`config.mk`:
```
export PLATFORM = sky130hd
export DESIGN_NAME = sd_rsp_fields
export DESIGN_NICKNAME = d
export VERILOG_FILES = /design/src/rtl/sd_rsp_fields.sv
export SDC_FILE = /design/constraint.sdc
export NUM_CORES = 1
export LEC_CHECK = 0
export ABC_AREA = 0
export BUFFER_PORTS_ARGS = -buffer_cell sky130_fd_sc_hd__buf_2
export CAP_MARGIN = 20
export CELL_PAD_IN_SITES_DETAIL_PLACEMENT = 0
export CELL_PAD_IN_SITES_GLOBAL_PLACEMENT = 2
export CORE_MARGIN = 4
export CORE_UTILIZATION = 26
export CTS_CLUSTER_SIZE = 10
export DETAILED_ROUTE_END_ITERATION = 10
export HOLD_SLACK_MARGIN = 0.02
export PLACE_DENSITY_LB_ADDON = 0.05
export RECOVER_POWER = 100
export SLEW_MARGIN = 0
export SYNTH_ARGS = -nofsm -noshare
export SYNTH_HDL_FRONTEND = slang
export SYNTH_SLANG_ARGS = --single-unit
```
`constraint.sdc`:
```
create_clock -name clk -period 3.95 [get_ports clk]
set_clock_uncertainty 0.15 [all_clocks]
set_input_delay 0.1975 -clock clk [delete_from_list [all_inputs] [get_ports clk]]
set_output_delay 0.1975 -clock clk [all_outputs]
set_load 0.1 [all_outputs]
```
`src/rtl/sd_rsp_fields.sv`:
```
module sd_rsp_fields #(
  parameter int IDX_W     = 6,
  parameter int CRC_W     = 7,
  parameter int IDX_FIRST = 2,
  parameter int CRC_FIRST = 40,
  parameter int CNT_W     = 8
) (
  input  logic             clk,
  input  logic             rst_n,
  input  logic             bit_valid,
  input  logic [CNT_W-1:0] bit_pos,
  input  logic             bit_in,
  output logic [IDX_W-1:0] rx_idx,
  output logic [CRC_W-1:0] rx_crc
);

  localparam logic [CNT_W-1:0] IDX_LO = CNT_W'(IDX_FIRST);
  localparam logic [CNT_W-1:0] IDX_HI = CNT_W'(IDX_FIRST + IDX_W - 1);
  localparam logic [CNT_W-1:0] CRC_LO = CNT_W'(CRC_FIRST);
  localparam logic [CNT_W-1:0] CRC_HI = CNT_W'(CRC_FIRST + CRC_W - 1);

  logic in_idx, in_crc;

  assign in_idx = bit_valid && (bit_pos >= IDX_LO) && (bit_pos <= IDX_HI);
  assign in_crc = bit_valid && (bit_pos >= CRC_LO) && (bit_pos <= CRC_HI);

  always_ff @(posedge clk) begin
    if (!rst_n) begin
      rx_idx <= '0;
      rx_crc <= '0;
    end else begin
      if (in_idx) rx_idx <= {rx_idx[IDX_W-2:0], bit_in};
      if (in_crc) rx_crc <= {rx_crc[CRC_W-2:0], bit_in};
    end
  end

endmodule

```
==> results.tsv <==
metric	value	unit
worst_slack	1.63	ns
crit_chain	buf_2, or4b_1, a311oi_1, mux2i_1	
rsz0062_at_grt	false	
cts_sinks	13	
nets	96	
vias	516	
cts_hold_buf	0	
internal-power	176	uW
coreArea	0.00200	mm2
cp_max_fo	7	
drive_gt1_share	16.9	%
leakagePower	0.229	nW
pin_count	25	
r2r-start	rx_idx[0]	
die_area	0.00297	mm2
slew_viol_final	0	
async_reset_ff_share	0	%
max_freq	0.432	GHz
min_period	2.32	ns
postCtsSetupRepairBufs	0	
tightest_slew	1.40	ns
track_usage	10.4	%
cts_resized	0	
cp.arrival	2.37	ns
wl	1340	um
final_hold_viol_count	0	
critPathBufInv	1	
combPwrFrac	7.5	%
status	complete, no violations	
wl_per_cell	12.2	um
p_seq_share	57.0	%
hpwlAfterDp	1010	um
synth_most_common_cell	dfxtp_1	
maxCapViolCount	0	
clock_latency	0.27	ns
synthDominantCellAreaShare	46.3	%
grt_pass1_wl	2160	um
ys.flop_type	dfxtp_1	
ctsHtreeMaxLevel	1	
postLayoutCellArea	692	um2
grt_pass1_vias	483	
yosysTopAreaCell	dfxtp_1	
detailed_place.area	699	um2
initial_core_util	28.1	%
synth-edff-count	0	
crit_path_top_delay_cell	a311oi_1	
cts_max_path_buffers	2	
cts-root-buf	clkbuf_4	
antenna_found_initial	0	
hp-class	input port to register	
synth_nets	71	
diodes	0	
synth.distinct_cells	16	
grt_overflow	0	
yosys_warnings	0	
cts_tree	yes	
critPathTopFamily	compound AO/OA/AOI/OAI gates	
startpoint_type	input port	
hp-start	bit_in	
synth_area	562	um2
cpPeakStageDelay	1.11	ns
synth_area_leaders	dfxtp_1 46%, mux2i_1 12%, o31ai_1 8.0%	
finalCoreUtilization	34.6	%
tns	0	ns
postRouteAntennaNets	0	
die_y	54.5	um
drc	0	
ys_ff_latch	13	
die_w	54.5	um
clk_pin_slew_worst_paths	0.08	ns
io_buffers	24	
ys_seq_area_share	46.3	%
period_share	58.6	%
numCtsBuffers	3	
rows	16	
worst_ir_drop_vdd	0.000114	V
globalplace.congestion	0.685	
vias_per_cell	4.69	
pre_cts_slack	1.94	ns
dr.first_iter.drc_count	5	
switching_share	23.5	%
startpoint	bit_pos[4]	
slew_headroom	6.09	%
postSynthCellCount	59	
grt_max_degree	10	
critPathKind	input port to register	
p_total	230	uW
pwr_density_cell	332	mW/mm2
synth.top_cells.by_count	13 x dfxtp_1, 9 x nand2_1, 7 x mux2i_1	
syn2layout_area_growth	23.2	%
crit_required	4.00	ns
cp-end-kind	register	
setup_viol	0	
firstDrtPassIters	3	
p_sw	54.1	uW
clkPwrFrac	35.5	%
synth.avg_cell_area	9.52	um2
## flip-flops by register name (all words and copies together) (netlist names)
register,flops
rx_crc,7
rx_idx,6
## routing by layer
| layer | up-vias | global-route usage [%] | wire length, um | share of wire (%) |
|---|---|---|---|---|
| li1 | 272 | - | - | - |
| met1 | 226 | 14.7 | 736 | 55 |
| met2 | 16 | 12.5 | 521 | 39 |
| met3 | 2 | 3.54 | 71 | 5.3 |
| met4 | 0 | 7.47 | 12 | 0.89 |
| met5 | - | 0 | 0 | 0 |
## cells by family (layout without fill, tap and decap cells)
kind of cell    after synthesis  after routing  share of synthesized area [%]
compound gates               13             13                           18.0
buf+inv                       5             29                           3.56
flops                        13             13                           46.3
mux                           7              7                           12.5
simple gates                 21             21                           19.6
## worst reg2reg max path, delay by kind of cell (launching register included)
family	cells	cell delay [ns]
AND/OR/NAND/NOR	1	0.08
flip-flops	1	0.36
AO/OA/AOI/OAI	1	0.17
## cells in the final DEF, fill, tap and decap left out, drive strengths merged
cell    count
a21oi       6
a311oi      1
buf        11
clkbuf     17
dfxtp      13
inv         1
mux2i       7
nand2       9
nand4       6
nor2        2
nor4b       1
o31ai       6
or2         2
or4b        1
## worst paths after layout
check             slack (ns)  cells after the start         to
setup / recovery        1.63                      4  rx_crc[4]
hold / removal          0.03                      3  rx_crc[0]
setup reg to reg        3.12                      2  rx_idx[1]
hold reg to reg         0.31                      2  rx_crc[6]
## per-stage QoR
step	hold slack (ns)	std cells
after floorplan	0.190	59
after global placement	0.311	106
after detailed placement	0.298	106
after CTS	0.0223	110
after global routing	0.0253	110
final	0.0283	110
## area by class of cell
class	instances	area (um2)
Tap cell	27	33.8
Multi-Input combinational cell	41	264
Timing Repair Buffer	24	104
Sequential cell	13	260
Inverter	1	3.75
Clock buffer	4	26.3
Fill cell	217	1310
## power by group through the flow
stage	Clock, mW	Sequential, mW	Combinational [mW]
global route	0.0915	0.131	0.0190
finish	0.0816	0.131	0.0174
CTS	0.0866	0.131	0.0186
floorplan	0	0.135	0.00871
global placement	0	0.134	0.0189
detailed placement	0	0.134	0.0186
Power figures use the tool's default switching activity.
